$ cat config.mk
export PLATFORM = sky130hd
export DESIGN_NAME = cla_adder16
export DESIGN_NICKNAME = d
export VERILOG_FILES = /design/src/rtl/cla_pkg.sv /design/src/rtl/cla_lookahead.sv /design/src/rtl/cla_group.sv /design/src/rtl/cla_adder16.sv
export SDC_FILE = /design/constraint.sdc
export NUM_CORES = 1
export LEC_CHECK = 0
export BUFFER_PORTS_ARGS = -buffer_cell sky130_fd_sc_hd__buf_4
export CORE_MARGIN = 5
export CORE_UTILIZATION = 53
export DETAILED_ROUTE_END_ITERATION = 10
export PLACE_DENSITY_LB_ADDON = 0.3
export SYNTH_ARGS = -nofsm -noshare
export SYNTH_HDL_FRONTEND = slang
export SYNTH_HIERARCHICAL = 1
export SYNTH_SLANG_ARGS = --single-unit
$ cat constraint.sdc
create_clock -name vclk -period 4.9
set_input_delay 0.735 -clock vclk [all_inputs]
set_output_delay 0.735 -clock vclk [all_outputs]
set_load 0.02 [all_outputs]
$ cat src/rtl/cla_pkg.sv
package cla_pkg;
  // Summary of a slice for the second lookahead stage
  typedef struct packed {
    logic gen;
    logic prop;
  } slice_gp_t;
endpackage

$ cat src/rtl/cla_lookahead.sv
module cla_lookahead #(
  parameter int N = 4
) (
  input  logic [N-1:0] gen_i,
  input  logic [N-1:0] prop_i,
  input  logic         cin,
  output logic [N:0]   carry_o,
  output logic         blk_gen_o,
  output logic         blk_prop_o
);

  // Every carry is a flat sum of products; no carry feeds another carry.
  always_comb begin
    carry_o[0] = cin;
    for (int i = 0; i < N; i++) begin
      logic term;
      logic prod;
      term = 1'b0;
      for (int j = 0; j <= i; j++) begin
        prod = gen_i[j];
        for (int k = j + 1; k <= i; k++) prod = prod & prop_i[k];
        term = term | prod;
      end
      prod = cin;
      for (int k = 0; k <= i; k++) prod = prod & prop_i[k];
      carry_o[i+1] = term | prod;
    end
  end

  always_comb begin
    logic term;
    logic prod;
    term = 1'b0;
    for (int j = 0; j < N; j++) begin
      prod = gen_i[j];
      for (int k = j + 1; k < N; k++) prod = prod & prop_i[k];
      term = term | prod;
    end
    blk_gen_o  = term;
    blk_prop_o = &prop_i;
  end

  // the block summary must agree with the top carry built from bit terms
  always_comb begin
    a_r3_block_summary: assert (carry_o[N] == (blk_gen_o | (blk_prop_o & cin)))
      else $error("R3 block summary disagrees with top carry");
  end

endmodule

$ cat src/rtl/cla_group.sv
module cla_group
  import cla_pkg::*;
#(
  parameter int GW = 4
) (
  input  logic [GW-1:0] a_i,
  input  logic [GW-1:0] b_i,
  input  logic          cin,
  output logic [GW-1:0] sum_o,
  output slice_gp_t     gp_o
);

  logic [GW-1:0] bit_gen;
  logic [GW-1:0] bit_prop;
  logic [GW:0]   carry;
  logic          blk_gen;
  logic          blk_prop;

  assign bit_gen  = a_i & b_i;
  assign bit_prop = a_i | b_i;

  cla_lookahead #(.N(GW)) u_la (
    .gen_i     (bit_gen),
    .prop_i    (bit_prop),
    .cin       (cin),
    .carry_o   (carry),
    .blk_gen_o (blk_gen),
    .blk_prop_o(blk_prop)
  );

  assign sum_o   = a_i ^ b_i ^ carry[GW-1:0];
  assign gp_o.gen  = blk_gen;
  assign gp_o.prop = blk_prop;

  // the slice on its own behaves as a GW-bit adder with carry
  always_comb begin
    a_r2_slice_add: assert ({carry[GW], sum_o} ==
                            ({1'b0, a_i} + {1'b0, b_i} + {{GW{1'b0}}, cin}))
      else $error("R2 slice sum mismatch");
  end

endmodule

$ cat src/rtl/cla_adder16.sv
module cla_adder16
  import cla_pkg::*;
#(
  parameter int GROUP_W  = 4,
  parameter int N_GROUPS = 4,
  localparam int WIDTH   = GROUP_W * N_GROUPS
) (
  input  logic [WIDTH-1:0] op_a,
  input  logic [WIDTH-1:0] op_b,
  input  logic             carry_in,
  output logic [WIDTH-1:0] sum_out,
  output logic             carry_out
);

  slice_gp_t [N_GROUPS-1:0] slice_gp;
  logic [N_GROUPS-1:0]      slice_gen;
  logic [N_GROUPS-1:0]      slice_prop;
  logic [N_GROUPS:0]        slice_carry;
  logic                     all_gen;
  logic                     all_prop;

  for (genvar g = 0; g < N_GROUPS; g++) begin : gen_slice
    cla_group #(.GW(GROUP_W)) u_slice (
      .a_i  (op_a[g*GROUP_W +: GROUP_W]),
      .b_i  (op_b[g*GROUP_W +: GROUP_W]),
      .cin  (slice_carry[g]),
      .sum_o(sum_out[g*GROUP_W +: GROUP_W]),
      .gp_o (slice_gp[g])
    );
    assign slice_gen[g]  = slice_gp[g].gen;
    assign slice_prop[g] = slice_gp[g].prop;
  end

  // Second level: slice carries straight from carry_in and slice summaries
  cla_lookahead #(.N(N_GROUPS)) u_top_la (
    .gen_i     (slice_gen),
    .prop_i    (slice_prop),
    .cin       (carry_in),
    .carry_o   (slice_carry),
    .blk_gen_o (all_gen),
    .blk_prop_o(all_prop)
  );

  assign carry_out = slice_carry[N_GROUPS];

  always_comb begin
    // full-width result matches arithmetic sum
    a_r1_full_sum: assert ({carry_out, sum_out} ==
                           ({1'b0, op_a} + {1'b0, op_b} + {{WIDTH{1'b0}}, carry_in}))
      else $error("R1 full sum mismatch");
    // a word that propagates everywhere passes carry_in straight through
    a_r4_pass_through: assert (!(all_prop && !all_gen) || (carry_out == carry_in))
      else $error("R4 pass-through carry mismatch");
    // a generating word produces a carry out whatever carry_in is
    a_r3_word_gen: assert (!all_gen || carry_out)
      else $error("R3 generated carry missing");
  end

endmodule

== Word level (Yosys, flattened, before mapping) ==
Index checks and enable logic that the tools add are counted.

* Register bits: 0
* Input port bits: 33
* Output and inout bits: 17
* Logic and storage cells: 112

* Bitwise operators: 108
* Reduce and logical (&&, ||, !) cells: 4

{| class="wikitable"
|+ Operators with widths
! kind !! count
|-
| $and A1 B1 Y1 || 46
|-
| $or A1 B1 Y1 || 46
|-
| $xor A4 B4 Y4 || 8
|-
| $and A4 B4 Y4 || 4
|-
| $or A4 B4 Y4 || 4
|-
| $reduce_and A4 Y1 || 4
|}

== Longest topological paths before layout ==
Gate-level depths: netlist (run 1).

* Word-level depth: 17
* Gate-level depth with buffers: 15
* Depth with buffers taken out: 14

== By module ==
The synthesis (run 1) kept the hierarchy.

{| class="wikitable"
|+ Modules (own cells, without submodules)
! module !! instances !! cells an instance !! area each (um2) !! sequential area each (um2)
|-
| cla_group || 4 || 26 || 195.2 || 0.0
|-
| cla_lookahead || 5 || 11 || 67.6 || 0.0
|}

== Least setup slack after synthesis (run 1) ==
No wires, ideal clock.

* Path type: input-to-output
* Start: in op_a[3]
* End: out sum_out[15]
* Arrival: 2,779 ps
* Required time: 4,165 ps
* Setup slack: 1,386 ps
* Stages on the path: 15
* Buffers on the path: 1
* Cells stage by stage: inv_1 -> ha_1 -> inv_1 -> a21oi_1 -> o21ai_1 -> buf_4 -> a21o_1 -> a21oi_2 -> inv_2 -> a21o_1 -> a21o_1 -> a21oi_2 -> inv_2 -> a21o_1 -> xor2_1

* Longest elaborated chain between the ends: 15
* Elaborated cells on any way between the ends: 22
* Classes of those cells: bitwise (21); reduce/logical (1)

{| class="wikitable"
|+ RTL lines
! item !! RTL line !! RTL
|-
| start, declared || cla_adder16.sv:8 || <nowiki>input logic [WIDTH-1:0] op_a,</nowiki>
|-
| $or A4 B4 Y4 (*) || cla_group.sv:20 || <nowiki>assign bit_prop = a_i | b_i;</nowiki>
|-
| via gen_slice[0].u_slice.bit_prop[3] || cla_group.sv:14 || <nowiki>logic [GW-1:0] bit_prop;</nowiki>
|-
| $and A1 B1 Y1 || cla_lookahead.sv:36 || <nowiki>for (int k = j + 1; k < N; k++) prod = prod & prop_i[k];</nowiki>
|-
| $or A1 B1 Y1 || cla_lookahead.sv:37 || <nowiki>term = term | prod;</nowiki>
|-
| $or A1 B1 Y1 (*) (2 in series) || - ||
|-
| via gen_slice[0].u_slice.blk_gen || cla_group.sv:16 || <nowiki>logic blk_gen;</nowiki>
|-
| $and A1 B1 Y1 (*) (2 in series) || cla_lookahead.sv:21 || <nowiki>for (int k = j + 1; k <= i; k++) prod = prod & prop_i[k];</nowiki>
|-
| $or A1 B1 Y1 (*) (2 in series) || cla_lookahead.sv:22 || <nowiki>term = term | prod;</nowiki>
|-
| $or A1 B1 Y1 (*) || cla_lookahead.sv:26 || <nowiki>carry_o[i+1] = term | prod;</nowiki>
|-
| via slice_carry[3] || cla_adder16.sv:18 || <nowiki>logic [N_GROUPS:0] slice_carry;</nowiki>
|-
| $and A1 B1 Y1 (*) (3 in series) || - ||
|-
| $or A1 B1 Y1 (*) || cla_lookahead.sv:26 ||
|-
| via gen_slice[3].u_slice.carry[3] || cla_group.sv:15 || <nowiki>logic [GW:0] carry;</nowiki>
|-
| $xor A4 B4 Y4 (*) || cla_group.sv:31 || <nowiki>assign sum_o = a_i ^ b_i ^ carry[GW-1:0];</nowiki>
|-
| end, declared || cla_adder16.sv:11 || <nowiki>output logic [WIDTH-1:0] sum_out,</nowiki>
|}

The timed path passes the listed nets; every way through them passes the cells marked *.

== Worst setup path after layout (run 1) ==
* Start: in op_a[3]
* End: out sum_out[15]

* Longest elaborated chain between the ends: 15
* Elaborated cells on any way between the ends: 22
* Classes of those cells: bitwise (21); reduce/logical (1)

{| class="wikitable"
|+ RTL lines
! item !! RTL line !! RTL
|-
| $or A4 B4 Y4 (*) || cla_group.sv:20 ||
|-
| via gen_slice[0].u_slice.bit_prop[3] || cla_group.sv:14 ||
|-
| $and A1 B1 Y1 || cla_lookahead.sv:36 ||
|-
| $or A1 B1 Y1 || cla_lookahead.sv:37 ||
|-
| $or A1 B1 Y1 (*) (2 in series) || - ||
|-
| via slice_gen[0] || cla_adder16.sv:16 || <nowiki>logic [N_GROUPS-1:0] slice_gen;</nowiki>
|-
| $and A1 B1 Y1 (*) (2 in series) || cla_lookahead.sv:21 ||
|-
| $or A1 B1 Y1 (*) (2 in series) || cla_lookahead.sv:22 ||
|-
| $or A1 B1 Y1 (*) || cla_lookahead.sv:26 ||
|-
| via slice_carry[3] || cla_adder16.sv:18 ||
|-
| $and A1 B1 Y1 (*) (3 in series) || - ||
|-
| $or A1 B1 Y1 (*) || cla_lookahead.sv:26 ||
|-
| via gen_slice[3].u_slice.carry[3] || cla_group.sv:15 ||
|-
| $xor A4 B4 Y4 (*) || cla_group.sv:31 ||
|}

Marked as above.

==> flow_summary.json, run 1 <==
{
  "tns_ns": 0,
  "status": "finished, final reports clean",
  "critPathKind": "in -> out",
  "worst_slew_pin_slew_ns": 0.1891,
  "first_pass_iters": 4,
  "met2_length_um": 1121,
  "nFillCells": 164,
  "n_antenna_cell": 0,
  "path_max_fanout": 3,
  "grt_max_degree": 4,
  "maxCapViolCount": 0,
  "drt_wl_total_um": 2112,
  "synth.cell_area_mm2": 0.001080,
  "power_leakage_nw": 0.9102,
  "arrival_ns": 2.83,
  "wl_met1_um": 838,
  "hp-start": "carry_in",
  "ir_drop_v": 0.00008181,
  "maxSlewViolCount": 0,
  "gp_congestion": 0.7335,
  "dp_hpwl_um": 2029,
  "slew_headroom": 0.8731,
  "ant_nets": 0,
  "initial_utilization": 0.5561,
  "routedWlPerCell_um": 9.778,
  "antenna_found_initial": 0,
  "die_y_um": 55.14,
  "period_needed_ns": 3.561,
  "crit_path_start": "op_a[3]",
  "critPathCaptureType": "output pin",
  "highest_layer": "met3",
  "grt_pass1_wl_um": 3249,
  "grt_pass1_vias": 902,
  "vias_per_cell": 4.565,
  "setup_violations": 0,
  "cts_setup_buffers": 0,
  "die_w_um": 55.14,
  "nets": 256,
  "overflow": 0,
  "hold_buffers": 0,
  "area_growth_pct": 28.85,
  "grtUsageTotal": 0.1362,
  "cp.required_ns": 4.16,
  "avgSynthCellArea_um2": 7.104,
  "pin_count": 50,
  "yosysWarnings": 6,
  "final_core_util": 0.7165,
  "flops_and_latches": 0,
  "final_common_cell": "buf_4",
  "layout-drive-gt1-share": 0.3175,
  "finalCritPeriodShare": 0.7267,
  "hold_path.class": "in -> out",
  "design.core.area_mm2": 0.001942,
  "num_vias": 986,
  "worstSetupStartpointType": "primary input",
  "drc": 0,
  "die-area_mm2": 0.003040,
  "dr_wl_met3_um": 152,
  "fmax_mhz": 280.8,
  "rsz0062_at_grt": "false",
  "p_per_area_mw_per_mm2": 138.8,
  "nClkBuffers": 0,
  "rows": 16,
  "syn-num-nets": 217,
  "mostFrequentLayoutCells": "buf_4 (50), inv_1 (48), ha_1 (32), xor2_1 (16), a21o_1 (10)",
  "regArea_um2": 0,
  "post_cts_resized": 0,
  "hold_violations": 0,
  "fin_hold_ws_ns": 1.778,
  "synthCells": 152,
  "drt-initial-drc-count": 5,
  "numPortBuffers": 50
}
[metal layers]
metal  global-route usage  vias up
met1               0.1460      433
met5                    0        -
li1                     -      519
met4                    0        0
met2               0.2933       34
met3              0.01340        0
[report_power, final]
group / internal [mW] / switching, mW / total (mW)
Clock: 0 / 0 / 0
Sequential: 0 / 0 / 0
Combinational: 0.0908 / 0.102 / 0.193
Total: 0.0908 / 0.102 / 0.193
[final cells by class]
class | count | area [um2] | share of cell area
multi-input combinational | 86 | 783.3 | 0.5630
timing repair buffer | 50 | 375.4 | 0.2698
inverter | 53 | 198.9 | 0.1430
tap | 27 | 33.78 | 0.02428
[path summary, 6_finish.rpt]
| check | endpoint | cells after the start | slack (ns) |
|---|---|---|---|
| worst min-delay path | sum_out[0] | 3 | 1.78 |
| worst max-delay path | sum_out[15] | 16 | 1.34 |
[worst max-delay path: stages]
cell	delay, ns
buf_4	0.11
inv_1	0.05
ha_1	0.13
inv_1	0.05
a21oi_1	0.15
o21ai_1	0.09
a21o_1	0.20
a21oi_2	0.18
inv_2	0.07
a21o_1	0.19
a21o_1	0.19
a21oi_2	0.15
inv_2	0.05
a21o_1	0.18
xor2_1	0.14
buf_4	0.16
[metrics by stage]
stage	worst slack, ns	total power, mW	area [um2]	std cells
3_5_place_dp	1.318	0.1952	1391	216
6_report	1.339	0.1931	1391	216
2_1_floorplan	1.446	0.1270	1080	152
4_1_cts	1.315	0.1962	1391	216
3_3_place_gp	1.406	0.1903	1391	216
5_1_grt	1.178	0.2109	1391	216
No activity file was read; power rests on OpenSTA's default activity.
==> run 2, diff against run 1 <==
- ABC_AREA: default -> 1
- clock period: 4.9 -> 3.3 ns (I/O delays scaled with it)
==> run 2 against run 1 <==
  * Utilization decreased by 5.9 points
  * Flip-flop and latch count is the same
  * Synthesized area increased by 36%
  * Non-clock buffer count did not move
  * Via count grew 47%
  * Critical path depth up 2
  * Synthesized cell count up 77%
  * Critical path type unchanged
  * Sequential share of layout area stayed put
  * Largest power group unchanged
  * Count of clock-buffer cells in the layout unchanged
  * Die area is 29% higher
  * Combinational power rose by 61%
==> flow_summary.json, run 2 <==
{
  "status": "finished, final reports clean",
  "p_int_uw": 135.4,
  "synth.cell_area_mm2": 0.001466,
  "hold_buffers": 0,
  "final_common_cell": "inv_1",
  "worstSetupStartpointType": "primary input",
  "cp_slowest_cell": "ha_1",
  "tns_ns": 0,
  "pwr-share-seq": 0,
  "slew_headroom": 0.8678,
  "numPortBuffers": 50,
  "area_growth_pct": 21.59,
  "die-area_mm2": 0.003919,
  "pin_count": 50,
  "p_per_area_mw_per_mm2": 174.4,
  "switching_power_uw": 175.6,
  "n_antenna_cell": 0,
  "flops_and_latches": 0,
  "syn-num-nets": 334,
  "grtUsageTotal": 0.1238,
  "regArea_um2": 0,
  "layout-drive-gt1-share": 0.2190,
  "vias_per_cell": 4.315,
  "finalCritPeriodShare": 0.7518,
  "critPathCaptureType": "output pin",
  "grt_pass1_vias": 1222,
  "antenna_found_initial": 0,
  "mostFrequentLayoutCells": "inv_1 (90), nand2_1 (82), buf_4 (50), ha_1 (32), nand3_1 (15)",
  "maxSlewViolCount": 0,
  "hold_violations": 0,
  "yosysWarnings": 6,
  "setup_violations": 0,
  "die_y_um": 62.60,
  "routedWlPerCell_um": 7.409,
  "first_pass_iters": 4,
  "arrival_ns": 1.99,
  "path_cells": "buf_4 -> inv_1 -> ha_1 -> inv_1 -> nand2_1 -> nand2_1 -> nand2_1 -> nand2_1 -> nand3_1 -> nand2_1 -> nor2_1 -> nand2_1 -> nand4_1 -> nand2_1 -> inv_1 -> nand2_1 -> nand2_1 -> buf_4",
  "grt_max_degree": 10,
  "comb_power_share": 1.000,
  "die_w_um": 62.60,
  "path_max_fanout": 5,
  "cp.required_ns": 2.80,
  "period_needed_ns": 2.481,
  "max_stage_delay_ns": 0.18,
  "avgSynthCellArea_um2": 5.451,
  "design.core.area_mm2": 0.002710,
  "ant_nets": 0,
  "drt_wl_total_um": 2497,
  "rsz0062_at_grt": "false",
  "critPathKind": "in -> out",
  "stdcell_count": 337,
  "crit_top_cell": "nand2_1",
  "post_cts_resized": 0,
  "drc": 0,
  "hold_path.class": "in -> out",
  "dp.cells": 337,
  "dp_hpwl_um": 2331,
  "nets": 373,
  "synthCells": 269,
  "overflow": 0,
  "cts_setup_buffers": 0,
  "power_leakage_nw": 1.328,
  "ir_drop_v": 0.0001234,
  "worst_slew_pin_slew_ns": 0.1978,
  "drt-initial-drc-count": 28,
  "crit_path_end": "sum_out[15]",
  "maxCapViolCount": 0,
  "rows": 19,
  "p_clk_frac": 0,
  "grt_pass1_wl_um": 4491,
  "nClkBuffers": 0,
  "gp_congestion": 0.7828,
  "num_vias": 1454,
  "crit_path_start": "op_a[1]",
  "initial_utilization": 0.5411,
  "hold_depth": 4,
  "fmax_mhz": 403.1,
  "swShare": 0.5646
}
## run 2: changes by cell type in the layout (fill, tap and decap cells not counted), sizes merged
cell,previous run,this run
nor2,0,10
inv,53,90
xor2,16,0
and4,4,0
nand2,5,93
a21oi,14,5
a21o,10,5
nand4,0,5
nand3,0,16
o21ai,5,0
## run 2: how the worst min path moves through the flow
stage / start / endpoint
after floorplan: carry_in / carry_out
after global placement: carry_in / sum_out[0]
after detailed placement: carry_in / sum_out[0]
after CTS: carry_in / sum_out[0]
after global routing: carry_in / carry_out
final: carry_in / sum_out[0]
## run 2: critical path: cells and delay by family
| family | cells | cell delay (ns) |
|---|---|---|
| and+or+nand+nor | 12 | 0.88 |
| buffers and inverters | 5 | 0.42 |
| adders and majority gates | 1 | 0.18 |
## run 2: layout make-up
type | count | area, um2
inverters | 90 | 337.8
fillers | 283 | 927.1
multi-input cells | 166 | 1031
well taps | 31 | 38.79
repair buffers | 50 | 375.4
## run 2: layer usage
| layer | part of all wire | up-vias | global-route usage | wire (um) |
|---|---|---|---|---|
| met5 | 0 | - | 0 | 0 |
| met4 | 0 | 0 | 0.002653 | 0 |
| met3 | 0.062 | 0 | 0.01978 | 156 |
| met2 | 0.48 | 34 | 0.2280 | 1188 |
| met1 | 0.46 | 582 | 0.1581 | 1153 |
| li1 | - | 838 | - | - |
## run 2: metrics by stage
stage          worst slack (ns)  hold WS, ns  power, mW  cell area [um2]    util
6_report                 0.8192        1.363     0.3110             1783  0.6579
5_1_grt                  0.6011        1.393     0.3554             1783  0.6579
3_5_place_dp             0.8084        1.372     0.3149             1783  0.6579
4_1_cts                  0.8061        1.372     0.3164             1783  0.6579
2_1_floorplan             1.063        1.126     0.2220             1466       -
3_3_place_gp             0.8401        1.363     0.3094             1783  0.6579
## run 2: power by group through the flow
stage	logic (mW)	clock network, mW	registers [mW]
global placement	0.309	0	0
CTS	0.316	0	0
floorplan	0.222	0	0
detailed placement	0.315	0	0
finish	0.311	0	0
global route	0.355	0	0
